`src/rtl/prq_pkg.sv`:
```
// Shared definitions for the early-termination report queue.
// Assumes a 32-bit readback word, with the pending flag in its top bit.
package prq_pkg;
    localparam int REG_W    = 32;
    localparam int PEND_BIT = 31;
    localparam int OVF_BIT  = 0;

    typedef enum logic [1:0] {
        SEL_LEN  = 2'd0,
        SEL_ID   = 2'd1,
        SEL_DONE = 2'd2,
        SEL_STAT = 2'd3
    } prq_sel_e;
endpackage

```
`src/rtl/prq_enable_table.sv`:
```
// Per-ID table of partial-report enables, captured at submission.
// Assumes at most one submission per cycle. A lookup in the same cycle as
// a submission to that ID sees the old value.
module prq_enable_table #(
    parameter int ID_W    = 4,
    localparam int NUM_IDS = 1 << ID_W
) (
    input  logic            clk,
    input  logic            rst_n,
    input  logic            sub_valid,
    input  logic [ID_W-1:0] sub_id,
    input  logic            sub_en,
    input  logic [ID_W-1:0] look_id,
    output logic            look_en
);
    logic [NUM_IDS-1:0] en_q;

    for (genvar i = 0; i < NUM_IDS; i++) begin : g_slot
        // Hold the enable of ID i until it is resubmitted
        always_ff @(posedge clk) begin
            if (!rst_n)
                en_q[i] <= 1'b0;
            else if (sub_valid && (sub_id == ID_W'(i)))
                en_q[i] <= sub_en;
        end
    end

    // Look up the enable of the ending transfer
    always_comb look_en = en_q[look_id];
endmodule

```
`src/rtl/prq_fifo.sv`:
```
// Small FIFO for report records, with occupancy output.
// Assumes DEPTH >= 2. A push while full is ignored, even with a pop in the
// same cycle. A pop while empty is ignored.
module prq_fifo #(
    parameter int DEPTH = 8,
    parameter int W     = 28,
    localparam int AW   = $clog2(DEPTH),
    localparam int FW   = $clog2(DEPTH + 1)
) (
    input  logic          clk,
    input  logic          rst_n,
    input  logic          push,
    input  logic [W-1:0]  din,
    input  logic          pop,
    output logic [W-1:0]  dout,
    output logic          empty,
    output logic          full,
    output logic [FW-1:0] fill
);
    logic [W-1:0]  mem_q [DEPTH];
    logic [AW-1:0] wr_q, rd_q;
    logic          do_push, do_pop;

    // Qualify requests against the current occupancy
    always_comb begin
        empty   = (fill == '0);
        full    = (fill == FW'(DEPTH));
        do_push = push && !full;
        do_pop  = pop && !empty;
        dout    = mem_q[rd_q];
    end

    // Write accepted records into storage
    always_ff @(posedge clk) begin
        if (do_push)
            mem_q[wr_q] <= din;
    end

    // Advance pointers and occupancy
    always_ff @(posedge clk) begin
        if (!rst_n) begin
            wr_q <= '0;
            rd_q <= '0;
            fill <= '0;
        end else begin
            if (do_push)
                wr_q <= (wr_q == AW'(DEPTH - 1)) ? '0 : wr_q + 1'b1;
            if (do_pop)
                rd_q <= (rd_q == AW'(DEPTH - 1)) ? '0 : rd_q + 1'b1;
            if (do_push && !do_pop)
                fill <= fill + 1'b1;
            else if (do_pop && !do_push)
                fill <= fill - 1'b1;
        end
    end
endmodule

```
`src/rtl/prq_done_tracker.sv`:
```
// Completion bitmask and end-of-transfer interrupt pulse.
// Assumes one transfer end per cycle. The clear request wipes only the bits
// held before this edge, so a bit set in the same cycle survives.
module prq_done_tracker #(
    parameter int ID_W    = 4,
    localparam int NUM_IDS = 1 << ID_W
) (
    input  logic               clk,
    input  logic               rst_n,
    input  logic               set_valid,
    input  logic [ID_W-1:0]    set_id,
    input  logic               clr,
    output logic [NUM_IDS-1:0] done_bits,
    output logic               irq
);
    logic [NUM_IDS-1:0] set_mask;

    // Decode the ending ID to a one-hot mask
    always_comb begin
        for (int i = 0; i < NUM_IDS; i++)
            set_mask[i] = set_valid && (set_id == ID_W'(i));
    end

    // Update the bitmask and register the interrupt pulse
    always_ff @(posedge clk) begin
        if (!rst_n) begin
            done_bits <= '0;
            irq       <= 1'b0;
        end else begin
            done_bits <= (clr ? '0 : done_bits) | set_mask;
            irq       <= set_valid;
        end
    end
endmodule

```
`src/rtl/prq_report_queue.sv`:
```
// Early-termination report queue: logs (ID, moved length) for transfers that
// ended early with their partial-report enable set, and provides readback
// with pop-on-ID-read, a completion bitmask carrying a pending flag, and a
// sticky overflow status.
// Assumes ID_W <= 4 so the completion bits stay below the pending flag, and
// LEN_W + ID_W fits the record width.
module prq_report_queue
    import prq_pkg::*;
#(
    parameter int DEPTH = 8,
    parameter int ID_W  = 4,
    parameter int LEN_W = 24
) (
    input  logic             clk,
    input  logic             rst_n,
    input  logic             sub_valid,
    input  logic [ID_W-1:0]  sub_id,
    input  logic             sub_partial_en,
    input  logic             end_valid,
    input  logic [ID_W-1:0]  end_id,
    input  logic             end_early,
    input  logic [LEN_W-1:0] end_len,
    input  logic             rd_en,
    input  logic [1:0]       rd_sel,
    output logic [31:0]      rd_data,
    output logic             eot_irq
);
    localparam int NUM_IDS = 1 << ID_W;
    localparam int REC_W   = ID_W + LEN_W;
    localparam int FW      = $clog2(DEPTH + 1);

    logic               en_hit;
    logic               push_req;
    logic               pop_req;
    logic               done_clr;
    logic               stat_rd;
    logic [REC_W-1:0]   head;
    logic               rq_empty, rq_full;
    logic [FW-1:0]      rq_fill;
    logic [NUM_IDS-1:0] done_bits;
    logic               ovf_q;
    prq_sel_e           sel;

    prq_enable_table #(.ID_W(ID_W)) u_enables (
        .clk     (clk),
        .rst_n   (rst_n),
        .sub_valid(sub_valid),
        .sub_id  (sub_id),
        .sub_en  (sub_partial_en),
        .look_id (end_id),
        .look_en (en_hit)
    );

    // Decode requests from the transfer end and the read strobe
    always_comb begin
        sel      = prq_sel_e'(rd_sel);
        push_req = end_valid && end_early && en_hit;
        pop_req  = rd_en && (sel == SEL_ID);
        done_clr = rd_en && (sel == SEL_DONE);
        stat_rd  = rd_en && (sel == SEL_STAT);
    end

    prq_fifo #(.DEPTH(DEPTH), .W(REC_W)) u_fifo (
        .clk  (clk),
        .rst_n(rst_n),
        .push (push_req),
        .din  ({end_id, end_len}),
        .pop  (pop_req),
        .dout (head),
        .empty(rq_empty),
        .full (rq_full),
        .fill (rq_fill)
    );

    prq_done_tracker #(.ID_W(ID_W)) u_done (
        .clk      (clk),
        .rst_n    (rst_n),
        .set_valid(end_valid),
        .set_id   (end_id),
        .clr      (done_clr),
        .done_bits(done_bits),
        .irq      (eot_irq)
    );

    // Sticky overflow: set on a dropped record, cleared by a status read
    always_ff @(posedge clk) begin
        if (!rst_n)
            ovf_q <= 1'b0;
        else if (push_req && rq_full)
            ovf_q <= 1'b1;
        else if (stat_rd)
            ovf_q <= 1'b0;
    end

    // Readback multiplexer; empty-queue words read as zero
    always_comb begin
        rd_data = '0;
        unique case (sel)
            SEL_LEN:  if (!rq_empty) rd_data[LEN_W-1:0] = head[LEN_W-1:0];
            SEL_ID:   if (!rq_empty) rd_data[ID_W-1:0]  = head[REC_W-1:LEN_W];
            SEL_DONE: begin
                rd_data[NUM_IDS-1:0] = done_bits;
                rd_data[PEND_BIT]    = !rq_empty;
            end
            SEL_STAT: rd_data[OVF_BIT] = ovf_q;
            default:  rd_data = '0;
        endcase
    end
endmodule

```
`config.mk`:
```
export PLATFORM = sky130hd
export DESIGN_NAME = prq_report_queue
export DESIGN_NICKNAME = d
export VERILOG_FILES = /design/src/rtl/prq_pkg.sv /design/src/rtl/prq_enable_table.sv /design/src/rtl/prq_fifo.sv /design/src/rtl/prq_done_tracker.sv /design/src/rtl/prq_report_queue.sv
export SDC_FILE = /design/constraint.sdc
export NUM_CORES = 1
export LEC_CHECK = 0
export BUFFER_PORTS_ARGS = -buffer_cell sky130_fd_sc_hd__buf_2
export CAP_MARGIN = 20
export CORE_MARGIN = 4
export CORE_UTILIZATION = 25
export CTS_CLUSTER_DIAMETER = 120
export DETAILED_ROUTE_END_ITERATION = 10
export PLACE_DENSITY_LB_ADDON = 0.2
export SKIP_CTS_REPAIR_TIMING = 1
export SYNTH_ARGS = -nofsm -noshare
export SYNTH_HDL_FRONTEND = slang
export SYNTH_SLANG_ARGS = --single-unit
```
`constraint.sdc`:
```
create_clock -name clk -period 6 [get_ports clk]
set_input_delay 0.6 -clock clk [delete_from_list [all_inputs] [get_ports clk]]
set_output_delay 0.6 -clock clk [all_outputs]
set_load 0.02 [all_outputs]
```
# Word level (Yosys, flattened, before mapping)
# Memories as Yosys holds them, arrays and structs flattened. A register that Yosys moved wholly into a read port is not among the register bits.
# Cells that the tools add are included.
[totals]
mem_count = 1
word_cells = 137
in_bits = 41
mem_bits_rw = 224
reg_bits = 44
out_inout_bits = 33
[classes]
mux = 20
n_reduce_logical = 52
order_cmp = 1
n_addsub = 4
bitwise = 1
eq_ne = 36
[memory_table]
columns = ["name", "words", "word_bits", "rd", "rd_ports_with_merged_regs", "write_ports", "line_no", "rtl"]
rows = [
  ["u_fifo.mem_q", 8, 28, 1, 1, 1, "prq_fifo.sv:20", "logic [W-1:0] mem_q [DEPTH];"],
]
[op_table]
columns = ["operator", "count"]
rows = [
  ["4-bit equality test (second input constant)", 17],
  ["1-bit logical AND", 42],
  ["4-bit by 3-bit equality test with 1-bit output (second input constant)", 8],
  ["24-bit two-way mux", 1],
  ["12-bit case mux with 2 select lines", 1],
  ["4-bit by 2-bit equality test with 1-bit output (second input constant)", 4],
  ["16-bit two-way mux", 1],
  ["16-bit OR", 1],
  ["4-bit logical NOT", 3],
  ["3-bit two-way mux", 4],
  ["4-bit two-way mux", 3],
  ["3-bit case mux with 3 select lines", 1],
  ["4-bit by 1-bit equality test with 1-bit output (second input constant)", 2],
  ["8-bit two-way mux", 1],
  ["3-bit by 1-bit adder with 3-bit output (second input constant)", 2],
  ["3-bit equality test (second input constant)", 2],
  ["1-bit two-way mux", 6],
  ["4-bit by 5-bit < comparator with 1-bit output (second input constant)", 1],
  ["4-bit by 1-bit adder with 4-bit output (second input constant)", 1],
  ["1-bit binary-select mux with 4-bit select", 1],
  ["2-bit equality test (second input constant)", 2],
  ["1-bit logical NOT", 4],
  ["1-bit case mux with 4 select lines", 1],
  ["2-bit nonzero test", 2],
  ["3 further kinds", 3],
]

# Depth between registers and ports, before layout
# Gate-level depths: netlist of the first run.
[logic_depth]
depth_word = 8
ltp_mapped = 15
ltp_nobuf = 13

# Modules after synthesis
# From an unflattened synthesis of the first run, not the netlist that was laid out.
[hier_totals]
hier_cells = 601
hier_area_um2 = 11050.6
[modules_own_cells]
columns = ["mod", "area_per_inst_um2", "seq_area_each_um2", "cells_per_inst", "n_inst"]
rows = [
  ["prq_fifo", 9148.8, 6986.7, 398, 1],
  ["prq_enable_table", 825.8, 320.3, 92, 1],
  ["prq_done_tracker", 644.4, 340.3, 57, 1],
  ["prq_report_queue", 431.7, 20.0, 54, 1],
]

# Worst setup path after synthesis of the first run
# Ideal clock, no wire load.
[synth_path]
kind = "in2reg"
start = "in end_id[3]"
end = "mem u_fifo.mem_q[0][0], enable pin"
setup_ps = 484
path_stages = 7
n_path_buf = 2
setup_slack_ps = 1346
arrival_ps = 4170
required_ps = 5516
cell_sequence = "clkbuf_1 > nand3_1 > a31oi_1 > and3_1 > o21bai_2 > buf_6 > nor4_1"
[synth_between]
elab_chain_cells = 6
[synth_rtl]
columns = ["element", "line_no", "rtl"]
rows = [
  ["start: declaration", "prq_report_queue.sv:20", "input logic [ID_W-1:0] end_id,"],
  ["1-bit binary-select mux with 4-bit select", "prq_enable_table.sv:29", "always_comb look_en = en_q[look_id];"],
  ["1-bit two-way mux (not written as such)", "prq_enable_table.sv:29", ""],
  ["1-bit logical AND", "prq_report_queue.sv:57", "push_req = end_valid && end_early && en_hit;"],
  ["1-bit logical AND", "prq_fifo.sv:28", "do_push = push && !full;"],
  ["1-bit two-way mux", "prq_fifo.sv:35", "if (do_push)"],
  ["1-bit two-way mux (not written as such)", "prq_fifo.sv:36", "mem_q[wr_q] <= din;"],
  ["end: declaration", "prq_fifo.sv:20", ""],
]
# Every way passes these cells. The select of a mux whose other input is x is not followed.

==> impl_metrics.yaml, run 1 <==
run_status:
  outcome: "finished clean"
critical_path:
  path_depth: 5
  crit_chain: "buf_4 -> mux4_2 -> mux2i_1 -> o21ai_0 -> buf_2"
  rr_endpoint: "u_fifo.fill[3]"
  crit_fanout: 29
  cpLargestDelayFamily: "flip-flops"
  critPathLaunchType: "flop"
  endpoint: "rd_data[3]"
  required_ps: 5400
  slowest_delay_ps: 840
  setup.worst_path.class: "reg2out"
  path_buf_inv: 2
  crit_arrival_ps: 3080
  reg2reg_from: "u_enables.en_q[4]"
  rrSetupSlack_ps: 2740
  rr_worst_depth: 13
  worst_path_max_delay_cell: "dfxtp_2"
  cp-end-kind: "primary output"
logic_synthesis:
  ys_seq_area_frac: 0.6995
  synth.area.mux_share: 0.1590
  syn_avg_cell_area_um2: 17.21
  syn_area_um2: 10960
  ys_seq_elements: 271
  yosysUniqueCellTypes: 43
  yosys_warnings: 0
  synth_xor_area_frac: 0.002397
  yosys-top-cells-area: "edfxtp_1 61%, mux4_2 12%, dfxtp_1 8.6%, mux2i_1 4.3%, nor2b_1 1.7%"
  synth_top_area_frac: 0.6137
  synth_flop_cell: "edfxtp_1"
  ys_async_sr_fraction: 0
  synth_top_family_by_area: "multiplexers"
  synthAdderAreaFrac: 0.009817
  synth_edf_count: 224
  synth_compound_area_frac: 0.04075
  synthCells: 637
  synthSimpleGateAreaFrac: 0.06678
  yosysTopAreaCell: "edfxtp_1"
global_routing:
  use_met1: 0.1551
  grt_pass1_vias: 5933
  use_met3: 0.02527
  grt_use_total: 0.1082
  grt_overflow: 0
  grt_busiest_layer: "met2"
  grt_pass1_wl_um: 38810
  antenna_found_initial: 5
  met2_usage: 0.1688
  grt_max_degree: 48
floorplanning:
  core-area_um2: 43170
  placementRows: 76
  die_h_um: 217.4
  chipWidth_um: 217.4
  initial_core_util: 0.2539
  ios: 74
  die_area_um2: 47260
routing:
  route.detailed.drc: 0
  post_drt_wl_per_cell_um: 19.45
  wl_um: 25670
  drt-vias-per-instance: 4.344
  routed-via-count: 5734
  ant_nets: 0
  firstDrtPassIters: 4
  drt_iter0_markers: 361
sta:
  setup_viol: 0
  maxSlewHeadroom: 0.3194
  fmax_mhz: 271.4
  fin_skew_ps: 22.41
  rsz0062_at_grt: "no"
  worst_pin_slew_ps: 1019
  tns_ps: 0
  hold_viol_final: 0
  maxSlewViolCount: 0
  min_period_ps: 3685
  setup_slack_ps: 2315
  finalCritPeriodShare: 0.6141
finish:
  final_cell_mix: "224 x edfxtp_1, 66 x buf_2, 56 x mux4_2, 47 x mux2i_1, 44 x dfxtp_1"
  area_delta_synth_final_pct: 18.36
  nets: 761
  fill_cells: 4293
  drive_gt1_frac: 0.2684
  layout_commonest_cell: "edfxtp_1"
  utilization: 0.3005
place:
  portBuffers: 66
  gp_congestion: 0.7035
  post-dp-hpwl_um: 15130
  pre_cts_ws_ps: 1942
pwr:
  max-vdd-ir-drop_mv: 0.1534
  power_density_nw_per_um2: 315.4
  cellLeakagePower_nw: 4.101
cts:
  path_clk_slew_ps: 60
  clk_latency_ps: 570
  cts_tree: "done"
  clock_sinks: 271
  htree_levels: 1
  cts_buffer_depth: 3
  numCtsBuffers: 28
  clockRootBuffer: "clkbuf_16"
min_path:
  hold_path_class: "in2reg"
job:
  cap_violations: 0
-- state kept, by name (all words and copies together) (netlist names), named ones only --
signal / cells
u_fifo.mem_q: 224
u_done.done_bits: 16
u_enables.en_q: 16
u_fifo.fill: 4
u_fifo.rd_q: 3
u_fifo.wr_q: 3
ovf_q: 1
u_done.irq: 1
-- final cells by class --
class	count	area (um2)	area share
sequential	271	7674	0.5915
clock inverter	21	256.5	0.01977
tap	585	732.0	0.05642
multi-input combinational	328	3146	0.2425
timing repair buffer	81	442.9	0.03414
clock buffer	31	711.9	0.05488
inverter	2	7.507	0.0005787
antenna	1	2.502	0.0001929
-- worst reg2reg max path: stages (launching register included) --
cell and delay (ps):
dfxtp_1 320, mux2i_1 170, a22oi_1 110, and3_1 190, o21bai_2 750, inv_1 140
ha_1 250, inv_1 110, ha_1 240, a21o_1 170, a21oi_1 170, xnor2_1 90
or3_1 310, a21boi_0 160
-- metal layers --
layer / part of all wire / wire, um
met1: 0.48 / 12300
met2: 0.46 / 11770
met3: 0.044 / 1137
met4: 0.016 / 416
met5: 0.0018 / 47
-- report_power, final --
part / switching (mW) / leakage, nW / internal (mW)
Combinational: 0.132 / 1.23 / 0.0856
Clock: 0.732 / 0.471 / 1.07
Sequential: 0.0165 / 2.40 / 2.05
Total: 0.880 / 4.10 / 3.21
-- how the worst min path moves through the flow --
stage                     start  depth (start not counted)                   to  slack (ps)
finish              end_len[20]                          1  u_fifo.mem_q[5][20]         300
global route        end_len[20]                          1  u_fifo.mem_q[5][20]         280
CTS                 end_len[20]                          1  u_fifo.mem_q[5][20]         270
detailed placement        ovf_q                          2                ovf_q         470
global placement          ovf_q                          2                ovf_q         460
floorplan                 ovf_q                          2                ovf_q         440
-- logic make-up after synthesis --
group,after synthesis
AO/OA/AOI/OAI,69
adder cells (fa/ha/maj),8
AND/OR/NAND/NOR,137
buffers and inverters,44
multiplexers,104
other,1
XOR/XNOR,3
flip-flops,271
-- Yosys cell counts (2+ instances only) --
cell type	number
mux2i_1	47
nand3b_1	4
inv_1	2
buf_1	3
a21boi_0	14
nor4bb_1	2
o21ai_0	28
a32oi_1	4
clkbuf_1	16
ha_1	7
nor4_1	2
a31oi_1	4
or3_1	3
a22oi_1	14
nor2b_1	30
xnor2_1	3
buf_6	2
buf_2	9
and2_1	3
nor4b_2	2
nand3_1	7
dfxtp_1	47
nor3_1	4
nor2_1	27
nand2b_1	2
mux4_2	56
nor3b_1	3
and3_1	3
edfxtp_1	224
buf_4	11
a21oi_1	2
nand2_1	41
-- through the flow --
| step | std cells | hold slack (ps) | power, mW | instance area [um2] |
|---|---|---|---|---|
| after global placement | 1267 | 462.8 | 2.330 | 12000 |
| after CTS | 1319 | 267.3 | 4.159 | 12970 |
| after detailed placement | 1267 | 468.5 | 2.330 | 12000 |
| final | 1320 | 295.2 | 4.091 | 12970 |
| after global routing | 1319 | 283.7 | 4.253 | 12970 |
| after floorplan | 643 | 437.5 | 2.246 | 10980 |
No activity file was read; power rests on OpenSTA's default activity.
==> run 2, diff against run 1 <==
Settings changed: ABC_AREA set to 1.
Clock period 6 ns to 3.64 ns, I/O delays scaled along.
==> run 2 against run 1 <==
Combinational power down 18%; highest routed layer is now met4; register-to-register slack worse by 1700 ps; critical path type unchanged; design area rose by 0.85%; first-iteration DRC count rose by 36%; critical path depth increased by 4; core utilization up 0.056 points.
==> impl_metrics.yaml, run 2 <==
logic_synthesis:
  ys_seq_area_frac: 0.6911
  syn_avg_cell_area_um2: 11.26
  syn_area_um2: 11090
  synth.most_common_cell: "edfxtp_1"
  synth_edf_count: 224
  ys_seq_elements: 271
  yosysTopAreaCell: "edfxtp_1"
  synthCells: 985
  synth_flop_cell: "edfxtp_1"
  ys_async_sr_fraction: 0
  yosys_warnings: 0
  synthTopCellsByCount: "224 x edfxtp_1, 156 x nor2_1, 134 x nand2_1, 89 x o21ai_1, 64 x o21ai_0"
  yosysUniqueCellTypes: 35
  synth_top_area_frac: 0.6063
  yosys-top-cells-area: "edfxtp_1 61%, dfxtp_1 8.5%, nor2_1 5.3%, nand2_1 4.5%, o21ai_1 4.0%"
pwr:
  max-vdd-ir-drop_mv: 0.3180
  power_density_nw_per_um2: 498.3
  cellLeakagePower_nw: 4.585
finish:
  area_delta_synth_final_pct: 17.92
  drive_gt1_frac: 0.1634
  layout_commonest_cell: "edfxtp_1"
  utilization: 0.3010
  final_cells: 1657
  final_cell_mix: "224 x edfxtp_1, 156 x nor2_1, 134 x nand2_1, 89 x o21ai_1, 66 x buf_2"
  largestRegisters: "u_fifo.mem_q: 224 flops, u_done.done_bits: 16 flops, u_enables.en_q: 16 flops"
  regMostFlops: "u_fifo.mem_q"
  largest_register_ffs: 224
  nets: 1098
place:
  place_inst: 1603
  gp_congestion: 0.7659
  portBuffers: 66
  post-dp-hpwl_um: 17260
  pre_cts_ws_ps: 691.7
routing:
  drt-vias-per-instance: 4.502
  wl_um: 30080
  routed-via-count: 7459
  ant_nets: 0
  post_drt_wl_per_cell_um: 18.15
  drt_iter0_markers: 492
  firstDrtPassIters: 5
  route.detailed.drc: 0
global_routing:
  antenna_found_initial: 2
  grt_use_total: 0.1240
  grt_overflow: 0
  grt_pass1_vias: 7326
  grt_max_degree: 111
  grt_pass1_wl_um: 45440
cts:
  clk_latency_ps: 560
  clockRootBuffer: "clkbuf_16"
  path_clk_slew_ps: 60
  cts_buffer_depth: 3
  clock_sinks: 271
  cts_tree: "done"
  numCtsBuffers: 29
  htree_levels: 1
critical_path:
  worst_path_max_delay_cell: "dfxtp_2"
  crit_fanout: 43
  required_ps: 3280
  crit_chain: "inv_2 -> buf_4 -> o21ai_0 -> o22ai_1 -> nand2_1 -> nand2_1 -> nand2_1 -> nand3_1 -> buf_2"
  critPathLaunchType: "flop"
  path_buf_inv: 3
  cp-end-kind: "primary output"
  slowest_delay_ps: 530
  setup.worst_path.class: "reg2out"
  crit_arrival_ps: 2650
  cpLargestDelayFamily: "buffers and inverters"
  crit_top_cell: "nand2_1"
sta:
  fmax_mhz: 331.8
  maxSlewViolCount: 0
  whs_ps: 34.33
  min_period_ps: 3014
  setup_viol: 0
  fin_skew_ps: 8.281
  worst_pin_slew_ps: 792.3
  finalCritPeriodShare: 0.8279
  hold_viol_final: 0
  setup_slack_ps: 626.4
  rsz0062_at_grt: "no"
  tns_ps: 0
  maxSlewHeadroom: 0.4713
floorplanning:
  initial_core_util: 0.2553
  chipWidth_um: 218.7
  ios: 74
  placementRows: 76
  core-area_um2: 43460
  die_area_um2: 47810
  die_h_um: 218.7
min_path:
  hold_path_class: "in2reg"
job:
  cap_violations: 0
run_status:
  outcome: "finished clean"
run 2: cell types whose count changed after synthesis, sizes merged, moves of 40 or more:
cell / previous run / this run
nor2: 27 / 159
o21ai: 28 / 153
nand2: 41 / 135
mux4: 56 / 0
mux2i: 47 / 0
inv: 2 / 42
run 2: tightest hold or removal path, stage by stage:
cell and delay (ps):
buf_2 110, nand2_1 50, inv_1 40
run 2: layer usage:
metal / share of wire / GRT usage / vias up
li1: - / - / 3639
met1: 0.48 / 0.1797 / 3619
met4: 0.018 / 0.02823 / 0
met5: 0 / 0 / -
met3: 0.041 / 0.02058 / 34
met2: 0.46 / 0.1956 / 167
run 2: power breakdown:
group	internal [mW]	switching [mW]	leakage, nW	total, mW
combinational	0.0426	0.136	1.71	0.178
clock	1.79	1.19	0.483	2.98
sequential	3.36	0.00509	2.39	3.36
run 2: logic make-up (layout without fill, tap and decap cells):
family | count (synthesis) | after routing | synth area share
and+or+nand+nor | 346 | 346 | 0.1307
DFF | 271 | 271 | 0.6911
AOI/OAI and AO/OA | 251 | 251 | 0.1247
buffers and inverters | 106 | 186 | 0.04184
adders and majority gates | 8 | 8 | 0.009699
xor gates and xnor gates | 2 | 2 | 0.001579
other | 1 | 8 | 0.0003380
run 2: worst paths after layout:
check,cells after the start,slack [ps],endpoint,from
max,9,630,rd_data[1],flop
min,3,30,u_done.irq,end_valid
max reg2reg,17,1010,u_fifo.fill[3],u_fifo.fill[0]
min reg2reg,2,460,u_done.done_bits[7],u_done.done_bits[7]
run 2: cell type report:
| type | instances | area [um2] |
|---|---|---|
| Fill cell | 4496 | 30370 |
| Sequential cell | 271 | 7672 |
| Multi-Input combinational cell | 614 | 3035 |
| Clock buffer | 40 | 827.0 |
| Tap cell | 585 | 732.0 |
| Timing Repair Buffer | 87 | 500.5 |
| Inverter | 46 | 175.2 |
| Clock inverter | 13 | 137.6 |
| Antenna cell | 1 | 2.502 |
run 2: per-stage QoR:
stage          total power, mW  area, um2
2_1_floorplan            3.525      11120
3_3_place_gp             3.607      12120
3_5_place_dp             3.609      12120
4_1_cts                  6.609      13080
5_1_grt                  6.763      13080
6_report                 6.519      13080
==> run 3, diff against run 2 <==
Clock period 3.64 ns to 3 ns, I/O delays scaled along.
==> run 3 against run 2 <==
Critical path depth is 2 lower; core utilization is 0.28 points higher; first-iteration DRC count is 19% lower; sequential share of layout area is 0.54 points lower; critical path type unchanged; combinational power is 25% higher; die area stayed put; sequential power is 21% higher; clock power is 14% higher; sequential cell count stayed put; clock-buffer cell count is 1 higher.
==> impl_metrics.yaml, run 3 (synthesized netlist as in run 2, its figures left out) <==
place:
  portBuffers: 66
  post-dp-hpwl_um: 17040
  pre_cts_ws_ps: 403.2
  gp_congestion: 0.7640
routing:
  wl_um: 29520
  post_drt_wl_per_cell_um: 17.76
  routed-via-count: 7395
  drt_iter0_markers: 399
  route.detailed.drc: 0
  ant_nets: 0
  firstDrtPassIters: 5
  drt-vias-per-instance: 4.449
job:
  cap_violations: 0
finish:
  regMostFlops: "u_fifo.mem_q"
  final_cell_mix: "224 x edfxtp_1, 156 x nor2_1, 134 x nand2_1, 89 x o21ai_1, 66 x buf_2"
  largest_register_ffs: 224
  layout_commonest_cell: "edfxtp_1"
  drive_gt1_frac: 0.1571
  utilization: 0.3039
  nets: 1102
  largestRegisters: "u_fifo.mem_q: 224 flops, u_done.done_bits: 16 flops, u_enables.en_q: 16 flops"
  area_delta_synth_final_pct: 19.03
  fill_cells: 4519
sta:
  maxSlewViolCount: 0
  min_period_ps: 2863
  setup_viol: 0
  whs_ps: 25.63
  finalCritPeriodShare: 0.9545
  tns_ps: 0
  fmax_mhz: 349.2
  maxSlewHeadroom: 0.4827
  hold_viol_final: 0
  setup_slack_ps: 136.5
  rsz0062_at_grt: "no"
  fin_skew_ps: 19.84
  worst_pin_slew_ps: 775.1
cts:
  numCtsBuffers: 29
  clock_sinks: 271
  path_clk_slew_ps: 60
  cts_buffer_depth: 3
  clk_latency_ps: 550
  clockRootBuffer: "clkbuf_16"
  htree_levels: 1
  cts_tree: "done"
global_routing:
  grt_max_degree: 113
  met2_usage: 0.1933
  grt_pass1_wl_um: 45140
  grt_overflow: 0
  grt_pass1_vias: 7233
  use_met3: 0.01835
  grt_use_total: 0.1220
  grt_busiest_layer: "met2"
  use_met1: 0.1778
  antenna_found_initial: 3
floorplanning:
  placementRows: 76
  chipWidth_um: 218.7
  die_h_um: 218.7
  die_area_um2: 47810
  initial_core_util: 0.2553
  ios: 74
  core-area_um2: 43460
critical_path:
  crit_arrival_ps: 2560
  setup.worst_path.class: "reg2out"
  required_ps: 2700
  critPathLaunchType: "flop"
  crit_fanout: 42
  cp-end-kind: "primary output"
pwr:
  power_density_nw_per_um2: 583.1
  cellLeakagePower_nw: 4.605
  max-vdd-ir-drop_mv: 0.4391
min_path:
  hold_path_class: "in2reg"
run_status:
  outcome: "finished clean"
## run 3: path summary, 6_finish.rpt
check / startpoint / end / slack [ps] / cells past startpoint
max: flop / rd_data[0] / 140 / 7
min: end_len[12] / u_fifo.mem_q[6][12] / 30 / 1
max reg2reg: u_fifo.fill[0] / u_fifo.fill[3] / 650 / 16
min reg2reg: u_done.done_bits[15] / u_done.done_bits[15] / 460 / 2
## run 3: routing by layer
metal,up-vias,part of all wire
met5,-,0.00071
met1,3561,0.48
met3,44,0.046
li1,3638,-
met4,4,0.022
met2,148,0.45
## run 3: per-stage QoR
step	cells	power (mW)	cell area [um2]
after global routing	1661	8.001	13200
after CTS	1660	7.801	13190
after global placement	1606	4.385	12300
after detailed placement	1606	4.385	12300
after floorplan	991	4.277	11120
final	1662	7.700	13210
## run 3: area by class of cell
| type | instances | area (um2) | share of cell area |
|---|---|---|---|
| Timing Repair Buffer | 91 | 695.7 | 0.05268 |
| Tap cell | 585 | 732.0 | 0.05543 |
| Inverter | 46 | 175.2 | 0.01327 |
| Clock inverter | 13 | 111.4 | 0.008433 |
| Antenna cell | 1 | 2.502 | 0.0001895 |
| Clock buffer | 41 | 780.7 | 0.05912 |
| Sequential cell | 271 | 7672 | 0.5810 |
| Multi-Input combinational cell | 614 | 3035 | 0.2299 |
## run 3: worst max-delay path, cell delays in order (launching register included)
cell and delay (ps):
dfxtp_4 360, clkinv_2 370, buf_12 350, o21ai_0 180
o22ai_1 90, o211ai_1 210, nand3b_1 220, buf_2 230
## run 3: where the power goes
| part | internal [mW] | switching, mW |
|---|---|---|
| clock network | 1.97 | 1.42 |
| registers | 4.08 | 0.00597 |
| logic | 0.0561 | 0.167 |
| total | 6.11 | 1.59 |
